<file path="config.mk">
export PLATFORM = sky130hd
export DESIGN_NAME = irq_track
export DESIGN_NICKNAME = d
export VERILOG_FILES = /design/src/rtl/irq_track_pkg.sv /design/src/rtl/irq_track_eoi_dec.sv /design/src/rtl/irq_track_lane.sv /design/src/rtl/irq_track_rdport.sv /design/src/rtl/irq_track.sv
export SDC_FILE = /design/constraint.sdc
export NUM_CORES = 1
export LEC_CHECK = 0
export ABC_AREA = 0
export BUFFER_PORTS_ARGS = -buffer_cell sky130_fd_sc_hd__buf_2
export CORE_MARGIN = 1.5
export CORE_UTILIZATION = 48
export DETAILED_ROUTE_END_ITERATION = 7
export GPL_TIMING_DRIVEN = 0
export PLACE_DENSITY_LB_ADDON = 0.3
export SETUP_SLACK_MARGIN = 0.05
export SYNTH_ARGS = -nofsm -noshare
export SYNTH_HDL_FRONTEND = slang
export SYNTH_SLANG_ARGS = --single-unit
</file>
<file path="constraint.sdc">
create_clock -name clk -period 1.6 [get_ports clk]
set_input_delay 0.16 -clock clk [delete_from_list [all_inputs] [get_ports clk]]
set_output_delay 0.16 -clock clk [all_outputs]
set_load 0.005 [all_outputs]
</file>
<file path="src/rtl/irq_track_pkg.sv">
`timescale 1ns/1ps
package irq_track_pkg;
  localparam int REG_W  = 16;
  localparam int IDX_W  = $clog2(REG_W);
  localparam int TYPE_W = 5;

  localparam logic [REG_W-1:0] MASTER_LANES = 16'h07FD;
  localparam logic [REG_W-1:0] SLAVE_LANES  = 16'h003D;

  localparam logic [TYPE_W-1:0] T_TMR  = 5'd8;
  localparam logic [TYPE_W-1:0] T_CH0  = 5'd10;
  localparam logic [TYPE_W-1:0] T_CH1  = 5'd11;
  localparam logic [TYPE_W-1:0] T_GIN0 = 5'd12;
  localparam logic [TYPE_W-1:0] T_GIN4 = 5'd16;
  localparam logic [TYPE_W-1:0] T_TMB  = 5'd18;
  localparam logic [TYPE_W-1:0] T_TMC  = 5'd19;
  localparam logic [TYPE_W-1:0] T_SER0 = 5'd20;
  localparam logic [TYPE_W-1:0] T_SER1 = 5'd21;

  typedef struct packed {
    logic             hit;
    logic [IDX_W-1:0] pos;
  } eoi_map_t;

  function automatic logic [REG_W-1:0] lane_mask(input logic master);
    return master ? MASTER_LANES : SLAVE_LANES;
  endfunction
endpackage

</file>
<file path="src/rtl/irq_track_eoi_dec.sv">
`timescale 1ns/1ps
module irq_track_eoi_dec
  import irq_track_pkg::*;
#(
  parameter int LANES = REG_W,
  parameter int TW    = TYPE_W
) (
  input  logic             master,
  input  logic             stb,
  input  logic [TW-1:0]    code,
  output logic [LANES-1:0] clr_vec
);
  eoi_map_t m;

  always_comb begin
    m = '0;
    if (master) begin
      if (code == T_TMR)       m = '{hit: 1'b1, pos: IDX_W'(0)};
      else if (code == T_CH0)  m = '{hit: 1'b1, pos: IDX_W'(2)};
      else if (code == T_CH1)  m = '{hit: 1'b1, pos: IDX_W'(3)};
      else if (code >= T_GIN0 && code <= T_GIN4)
        m = '{hit: 1'b1, pos: IDX_W'(code - T_GIN0 + TW'(4))};
      else if (code == T_SER0) m = '{hit: 1'b1, pos: IDX_W'(10)};
      else if (code == T_SER1) m = '{hit: 1'b1, pos: IDX_W'(9)};
    end else begin
      if (code == T_TMR)       m = '{hit: 1'b1, pos: IDX_W'(0)};
      else if (code == T_CH0)  m = '{hit: 1'b1, pos: IDX_W'(2)};
      else if (code == T_CH1)  m = '{hit: 1'b1, pos: IDX_W'(3)};
      else if (code == T_TMB)  m = '{hit: 1'b1, pos: IDX_W'(4)};
      else if (code == T_TMC)  m = '{hit: 1'b1, pos: IDX_W'(5)};
    end
  end

  always_comb begin
    clr_vec = '0;
    if (stb && m.hit) clr_vec[m.pos] = 1'b1;
  end
endmodule

</file>
<file path="src/rtl/irq_track_lane.sv">
`timescale 1ns/1ps
module irq_track_lane (
  input  logic clk,
  input  logic rst,
  input  logic wipe,
  input  logic live,
  input  logic req,
  input  logic ack,
  input  logic eoi,
  output logic pend_q,
  output logic serv_q
);
  always_ff @(posedge clk) begin
    if (rst || wipe || !live) begin
      pend_q <= 1'b0;
      serv_q <= 1'b0;
    end else begin
      // new request beats acknowledge; acknowledge beats end-of-interrupt
      pend_q <= (pend_q & ~ack) | req;
      serv_q <= (serv_q & ~eoi) | ack;
    end
  end
endmodule

</file>
<file path="src/rtl/irq_track_rdport.sv">
`timescale 1ns/1ps
module irq_track_rdport #(
  parameter int          DW      = 16,
  parameter int          AW      = 8,
  parameter logic [AW-1:0] SERV_OFF = 8'h2C,
  parameter logic [AW-1:0] PEND_OFF = 8'h2E
) (
  input  logic          clk,
  input  logic          rst,
  input  logic          rd,
  input  logic [AW-1:0] addr,
  input  logic [DW-1:0] pend,
  input  logic [DW-1:0] serv,
  output logic [DW-1:0] rdata,
  output logic          rvalid
);
  logic [DW-1:0] sel;

  always_comb begin
    if (addr == SERV_OFF)      sel = serv;
    else if (addr == PEND_OFF) sel = pend;
    else                       sel = '0;
  end

  always_ff @(posedge clk) begin
    if (rst) begin
      rdata  <= '0;
      rvalid <= 1'b0;
    end else begin
      rvalid <= rd;
      if (rd) rdata <= sel;
    end
  end
endmodule

</file>
<file path="src/rtl/irq_track.sv">
`timescale 1ns/1ps
module irq_track
  import irq_track_pkg::*;
#(
  parameter int            ADDR_W   = 8,
  parameter logic [ADDR_W-1:0] EOI_OFF  = 8'h22,
  parameter logic [ADDR_W-1:0] SERV_OFF = 8'h2C,
  parameter logic [ADDR_W-1:0] PEND_OFF = 8'h2E
) (
  input  logic              clk,
  input  logic              rst,
  input  logic              master_mode,
  input  logic [REG_W-1:0]  req_in,
  input  logic              ack_vld,
  input  logic [IDX_W-1:0]  ack_idx,
  input  logic [ADDR_W-1:0] bus_addr,
  input  logic              bus_wr,
  input  logic [REG_W-1:0]  bus_wdata,
  input  logic              bus_rd,
  output logic [REG_W-1:0]  bus_rdata,
  output logic              bus_rvalid
);
  logic             mode_q;
  logic             wipe;
  logic [REG_W-1:0] live;
  logic [REG_W-1:0] ack_hot;
  logic [REG_W-1:0] eoi_hot;
  logic [REG_W-1:0] irr_q;
  logic [REG_W-1:0] isr_q;
  logic             eoi_stb;

  always_ff @(posedge clk) begin
    if (rst) mode_q <= master_mode;
    else     mode_q <= master_mode;
  end

  assign wipe    = !rst && (mode_q != master_mode);
  assign live    = lane_mask(master_mode);
  assign ack_hot = ack_vld ? (REG_W'(1) << ack_idx) : '0;
  assign eoi_stb = bus_wr && (bus_addr == EOI_OFF);

  irq_track_eoi_dec #(.LANES(REG_W), .TW(TYPE_W)) u_dec (
    .master  (master_mode),
    .stb     (eoi_stb),
    .code    (bus_wdata[TYPE_W-1:0]),
    .clr_vec (eoi_hot)
  );

  for (genvar g = 0; g < REG_W; g++) begin : g_lane
    irq_track_lane u_lane (
      .clk    (clk),
      .rst    (rst),
      .wipe   (wipe),
      .live   (live[g]),
      .req    (req_in[g]),
      .ack    (ack_hot[g]),
      .eoi    (eoi_hot[g]),
      .pend_q (irr_q[g]),
      .serv_q (isr_q[g])
    );
  end

  irq_track_rdport #(
    .DW(REG_W), .AW(ADDR_W), .SERV_OFF(SERV_OFF), .PEND_OFF(PEND_OFF)
  ) u_rd (
    .clk    (clk),
    .rst    (rst),
    .rd     (bus_rd),
    .addr   (bus_addr),
    .pend   (irr_q),
    .serv   (isr_q),
    .rdata  (bus_rdata),
    .rvalid (bus_rvalid)
  );
endmodule

</file>
* Word-level counts from Yosys, hierarchy flattened
Index checks and enable logic that the tools add are counted.
** Cells by class
- Magnitude comparators :: 4
- Equal/unequal tests :: 11
- Shifts and indexed selects :: 1
- Reductions and logical operators :: 39
- Multiplexer cells :: 19
- $add $sub $neg :: 2
- Bitwise logic cells :: 96
** Operator list (count)
- two-way mux 16 bit :: 4
- two-way mux 5 bit :: 12
- bitwise AND 1 bit :: 32
- NOT 1 bit :: 32
- OR 1 bit :: 32
- equality test 8 x 6 -> 1 bit, second input constant :: 3
- equality test 5 bit, second input constant :: 4
- logical OR 1 bit :: 17
- left shift 1 x 4 -> 16 bit, first input constant :: 1
- equality test 5 x 4 -> 1 bit, second input constant :: 3
- logical NOT 1 bit :: 12
- two-way mux 11 bit :: 1
- greater-or-equal comparator 5 x 4 -> 1 bit, second input constant :: 1
- <= comparator 5 bit, second input constant :: 1
- logical AND 1 bit :: 5
- logical NOT 1 bit, first input constant :: 5
- less-than comparator 4 x 5 -> 1 bit, second input constant :: 1
- adder 4 x 3 -> 4 bit, second input constant :: 1
- demux 1 bit (select 4 bit) :: 1
- greater-or-equal comparator 4 x 1 -> 1 bit, second input constant :: 1
- subtractor 4 bit, second input constant :: 1
- two-way mux 1 bit :: 1
- inequality test 1 bit :: 1
** Word-level totals
- Logic and storage cells :: 207
- Output and inout port bits :: 17
- Input bits :: 50
- Register bits :: 50

* Longest topological paths before layout
- Depth in word-level cells :: 16
- Mapped depth :: 5

* Modules after synthesis
From an unflattened synthesis, not the netlist that was laid out.
** Second synthesis, totals
- Cell total of the unflattened synthesis :: 300
- Area total of the unflattened synthesis :: 2728.9 um^2
** By module, submodules not included
- irq_track_lane :: cells an instance 9, seq. area each 40.0 um^2, times used 16, area an instance 78.8 um^2
- irq_track_rdport :: cells an instance 78, seq. area each 340.3 um^2, times used 1, area an instance 944.7 um^2
- irq_track_eoi_dec :: cells an instance 47, seq. area each 0.0 um^2, times used 1, area an instance 339.1 um^2
- irq_track :: cells an instance 31, seq. area each 20.0 um^2, times used 1, area an instance 183.9 um^2

* Least setup slack after synthesis
No wires, ideal clock.
- Path kind :: input-to-reg
- From :: input bus_wdata[0]
- To :: register g_lane[0].u_lane.serv_q
- Setup slack :: 0.364 ns
- Stages :: 5
- Buffers on the path :: 1
- Required time :: 1.458 ns
- Arrival :: 1.093 ns
- Cell sequence :: buf_2 nor2b_1 o31ai_1 a2111oi_2 a311oi_1
** On the way
- Word-level cells in the longest chain between the ends :: 16
- Elaborated cells between the ends (all ways) :: 34
- Those cells by class :: 2 x add/sub; 4 x order compare; 7 x eq/ne; 15 x mux; 3 x bitwise; 3 x reduce/logical
** RTL lines
- start, declared :: line irq_track.sv:18 : input logic [REG_W-1:0] bus_wdata,
- parallel branches: the longest is 7 deep, another holds subtractor 4 bit
- two-way mux 5 bit (*) :: line irq_track_eoi_dec.sv:17 : if (master) begin
- less-than comparator 4 x 5 -> 1 bit (not written as such) or greater-or-equal comparator 4 x 1 -> 1 bit (tied branches) :: line irq_track_eoi_dec.sv:36 : if (stb && m.hit) clr_vec[m.pos] = 1'b1;
- logical AND 1 bit (not written as such) :: line irq_track_eoi_dec.sv:36
- two-way mux 1 bit (not written as such) :: line irq_track_eoi_dec.sv:36
- demux 1 bit (select 4 bit)
- two-way mux 16 bit (*) :: line irq_track_eoi_dec.sv:36
- NOT 1 bit (*) :: line irq_track_lane.sv:20 : serv_q <= (serv_q & ~eoi) | ack;
- bitwise AND 1 bit (*) :: line irq_track_lane.sv:20
- OR 1 bit (*) :: line irq_track_lane.sv:20
- end signal, assigned :: line irq_track_lane.sv:20
- end, declared :: line irq_track_lane.sv:11 : output logic serv_q
Every way passes the cells marked *.
A chain may end at the register's enable or synchronous reset.

* Worst setup path after layout
- From :: register mode_q
- To :: register g_lane[2].u_lane.serv_q
** On the way
- Word-level cells in the longest chain between the ends :: 4
** RTL lines
- start, declared :: line irq_track.sv:23 : logic mode_q;
- start signal, assigned :: line irq_track.sv:33 : if (rst) mode_q <= master_mode;
- start signal, assigned :: line irq_track.sv:34 : else mode_q <= master_mode;
- inequality test 1 bit :: line irq_track.sv:37 : assign wipe = !rst && (mode_q != master_mode);
- logical AND 1 bit :: line irq_track.sv:37
- logical OR 1 bit (2 in series) :: line irq_track_lane.sv:14 : if (rst || wipe || !live) begin
- end signal, assigned :: line irq_track_lane.sv:20
- end, declared :: line irq_track_lane.sv:11
No other way between the ends.

==> impl_summary.log <==
INFO  metric status = finished, final reports clean
INFO  metric timing.hold.worst_endpoint = g_lane[8].u_lane.pend_q
INFO  metric cts.repair_timing.setup_buffer_count = 0
INFO  metric ios = 67
INFO  metric remaining_antenna_violation_count_after_routing = 0
INFO  metric hold_path.class = input pin to flop
INFO  metric grtUsageTotal = approximately 20%
INFO  metric worstReg2RegStart = mode_q
INFO  metric dpl_worst_slack = ~66 ps
INFO  metric design.die.area = around 3900 sq um
INFO  metric power.share.clock = approximately 37%
INFO  metric cts.path.max_buffers = 2
INFO  metric die_height = about 63 um
INFO  metric timing.critical_path.to_type = flop
INFO  metric critical_path.reg2reg.endpoint = g_lane[2].u_lane.serv_q
INFO  metric power.leakage = 0.000883 uW
INFO  metric synth_sequential_area_ratio = 37.4%
INFO  metric hold_fails_final_rpt = 0
INFO  metric post_synth_num_cell_types = 41
INFO  metric insertion_delay = 340 ps
INFO  metric cts_htree_levels = 2
INFO  metric switching_share = ~25%
INFO  metric ir_worst_vdd = around 0.52 mV
INFO  metric place_hpwl = 2750 um
INFO  metric hold_path.startpoint = req_in[8]
INFO  metric post_route_cells_drive_above_1_share = 30.2%
INFO  metric critical_path_arrival = 1590 ps
INFO  metric grt_pass1_wl = a little over 6000 um
INFO  metric design.core.area = between 3000 and 4000 sq um
INFO  metric cp_cell_sequence = xor2_1, or2_2, clkbuf_1, a311oi_1
INFO  metric period_minus_slack = around 1300 ps
INFO  metric num_rows = 21
INFO  metric remaining_drc_errors = 0
INFO  metric timing.reg2reg.worst_path_depth = 4
INFO  metric clock-sinks = 32
INFO  metric synthesis.area = between 1500 and 2000 sq um
INFO  metric fp.dieW = 62.8 um
INFO  metric critical_path_class = flop to flop
INFO  metric antenna_found_initial = 0
INFO  metric grt_pass1_vias = around 1400
INFO  metric max_stage_delay = about 320 ps
INFO  metric syn_to_final_growth = 21.7%
INFO  metric drt_first_pass_iters = 5
INFO  metric final.setup.tns = 0 ps
INFO  metric synth_edf_count = 0
INFO  metric detailedRoute.firstIterationViolations = 77
INFO  metric synth-seq-cells = 32
INFO  metric rsz0062_at_grt = no
INFO  metric clock-root-buffer = sky130_fd_sc_hd__clkbuf_4
INFO  metric routabilityCongestion = roughly 0.77
INFO  metric post_cts_resized = 0
INFO  metric detail_route.vias_per_cell = 5.14
INFO  metric start_kind = flop
INFO  metric setup_viol_count_final = 0
INFO  metric start_util = 50.6%
INFO  metric tritoncts.num_buffers = 5
INFO  metric timing.hold.worst_path_depth = 3
INFO  metric yosysWarnings = 0
INFO  metric avgSynthCellArea = around 8.9 sq um
INFO  metric ys_async_sr_fraction = 0%
INFO  metric grt_start_max_net_pins = 12
INFO  metric final_min_period_over_clock_period = a little over four fifths
INFO  metric worst-slew-pin-transition = 769 ps
INFO  metric power_frac_seq = between 40% and 50%
INFO  metric final_critical_path_setup_slack = 263 ps
INFO  metric antenna_cells = 0
INFO  metric fmaxAchievable = about 0.75 GHz
INFO  metric tritoncts_clock_tree = built
INFO  metric worst_clock_skew = 12.0 ps
INFO  metric net-switching-power = slightly above 400 uW
INFO  metric syn-instance-count = between 150 and 200
INFO  metric share_comb_of_total_power = approximately an eighth
INFO  metric timing.critical_path.required = between 1500 and 2000 ps
INFO  metric critPathSlowestCell = sky130_fd_sc_hd__dfxtp_1
INFO  metric via_count = roughly 1500
INFO  metric yosys_most_used_dff = sky130_fd_sc_hd__dfxtp_1
INFO  metric final_nets = between 200 and 300
INFO  metric maxSlewHeadroom = between 40% and 50%
INFO  metric power.density = between 700 and 800 nW/um^2
INFO  metric global_route.overflow_total = 0
INFO  metric drv_slew = 0
INFO  metric biggest_fanout_along_the_worst_timing_path = 10
INFO  metric intPower = about 1200 uW
INFO  metric wl = roughly 3700 um
INFO  metric wl_per_cell = approximately 12 um
INFO  metric max_cap_violations = 0
INFO  metric clkSlewWorstSetupHoldPaths = ~100 ps
INFO  metric reg2reg_slack = around 260 ps
INFO  metric place.port_buffers = 41
==> Yosys cell counts, types with 3 or more instances <==
cell type | number | area [sq um]
sky130_fd_sc_hd__dfxtp_1 | 32 | 641
sky130_fd_sc_hd__a21oi_1 | 20 | 100
sky130_fd_sc_hd__nor2_1 | 13 | 48.8
sky130_fd_sc_hd__inv_1 | 12 | 45.0
sky130_fd_sc_hd__and2b_1 | 10 | 75.1
sky130_fd_sc_hd__mux2i_1 | 10 | 100
sky130_fd_sc_hd__nand2_1 | 10 | 37.5
sky130_fd_sc_hd__o22ai_2 | 10 | 125
sky130_fd_sc_hd__buf_4 | 7 | 52.6
sky130_fd_sc_hd__nor2b_1 | 7 | 43.8
sky130_fd_sc_hd__a31oi_1 | 6 | 37.5
sky130_fd_sc_hd__nand3_1 | 6 | 30.0
sky130_fd_sc_hd__a311oi_1 | 5 | 43.8
sky130_fd_sc_hd__nand2b_1 | 5 | 31.3
sky130_fd_sc_hd__clkbuf_1 | 4 | 15.0
sky130_fd_sc_hd__o21ai_0 | 4 | 20.0
sky130_fd_sc_hd__and3b_1 | 3 | 26.3
==> cells in the final DEF, fill, tap and decap left out, types with 2 or more instances in the layout <==
cell type / count
sky130_fd_sc_hd__buf_2: 43
sky130_fd_sc_hd__dfxtp_1: 32
sky130_fd_sc_hd__a21oi_1: 20
sky130_fd_sc_hd__nor2_1: 13
sky130_fd_sc_hd__inv_1: 12
sky130_fd_sc_hd__nand2_1: 10
sky130_fd_sc_hd__mux2i_1: 10
sky130_fd_sc_hd__o22ai_2: 10
sky130_fd_sc_hd__and2b_1: 10
sky130_fd_sc_hd__nor2b_1: 7
sky130_fd_sc_hd__buf_4: 7
sky130_fd_sc_hd__nand3_1: 6
sky130_fd_sc_hd__a31oi_1: 6
sky130_fd_sc_hd__conb_1: 6
sky130_fd_sc_hd__nand2b_1: 5
sky130_fd_sc_hd__a311oi_1: 5
sky130_fd_sc_hd__clkbuf_4: 5
sky130_fd_sc_hd__clkbuf_1: 4
sky130_fd_sc_hd__o21ai_0: 4
sky130_fd_sc_hd__and3b_1: 3
sky130_fd_sc_hd__buf_1: 2
sky130_fd_sc_hd__nor3b_1: 2
sky130_fd_sc_hd__nand3b_1: 2
sky130_fd_sc_hd__a22o_1: 2
==> worst max-delay path: cells and delay by family (launching register included) <==
family | cells | cell delay, ps
buffers and inverters | 1 | 240
DFF | 1 | 320
and+or+nand+nor | 1 | 280
xor gates and xnor gates | 1 | 160
AOI/OAI and AO/OA | 1 | 250
==> cells by family after synthesis <==
kind of cell    share of synthesized area [%]
compound gates                           24.5
xor+xnor                                0.511
buf+inv                                  8.25
flops                                    37.4
mux                                      5.84
other cells                             0.219
simple gates                             23.4
==> what timing repair did <==
| item | CTS | global route |
|---|---|---|
| hold buffers | 1 | 0 |
| setup endpoints to repair | 0 | 0 |
| endpoints found under the hold margin | 1 | 0 |
==> worst max path at each step <==
stage,startpoint,end,slack (ps),cells past startpoint
2_1_floorplan,bus_wdata[0],g_lane[0].u_lane.serv_q,360,5
3_3_place_gp,bus_addr[1],u_rd.rdata[5],70,5
3_5_place_dp,bus_addr[1],u_rd.rdata[4],70,5
4_1_cts,mode_q,g_lane[2].u_lane.serv_q,270,4
5_1_grt,mode_q,g_lane[2].u_lane.serv_q,140,4
6_report,mode_q,g_lane[2].u_lane.serv_q,260,4
==> metrics by stage <==
stage          std cells  hold slack (ps)  area, sq um  utilization (%)  power, uW
2_1_floorplan        198              188         1730                -        972
3_3_place_gp         285              316         2000             58.9       1050
3_5_place_dp         285              325         2000             58.9       1050
4_1_cts              294             23.0         2090             61.5       1670
5_1_grt              294             22.5         2090             61.5       1740
6_report             294             25.7         2090             61.5       1650
==> area by class of cell <==
class | count | area [sq um]
timing repair buffer | 42 | 215
buffer | 16 | 96.3
inverter | 12 | 45.0
multi-input combinational | 138 | 951
clock inverter | 3 | 42.5
fill | 305 | 1300
tap | 46 | 57.6
sequential | 32 | 641
clock buffer | 5 | 37.5
==> per-layer routing <==
layer | up-vias | wire (um) | track usage (%)
li1 | 786 | - | -
met1 | 677 | 1700 | 25.2
met2 | 40 | 1730 | 32.9
met3 | 7 | 170 | 5.77
met4 | 0 | 73 | 6.39
met5 | - | 0 | 0
==> power by group through the flow <==
stage	clock [uW]	sequential [uW]	combinational, uW
after floorplan	0	838	134
after detailed placement	0	840	213
after global routing	681	824	239
final	615	821	216
after global placement	0	839	210
after CTS	629	821	215
==> flip-flops by register name, summed over array words and instances (netlist names) <==
register	flops
u_rd.rdata	10
mode_q	1
u_rd.rvalid	1
g_lane.u_lane.pend_q	10
g_lane.u_lane.serv_q	10
No activity file was read; power rests on OpenSTA's default activity.
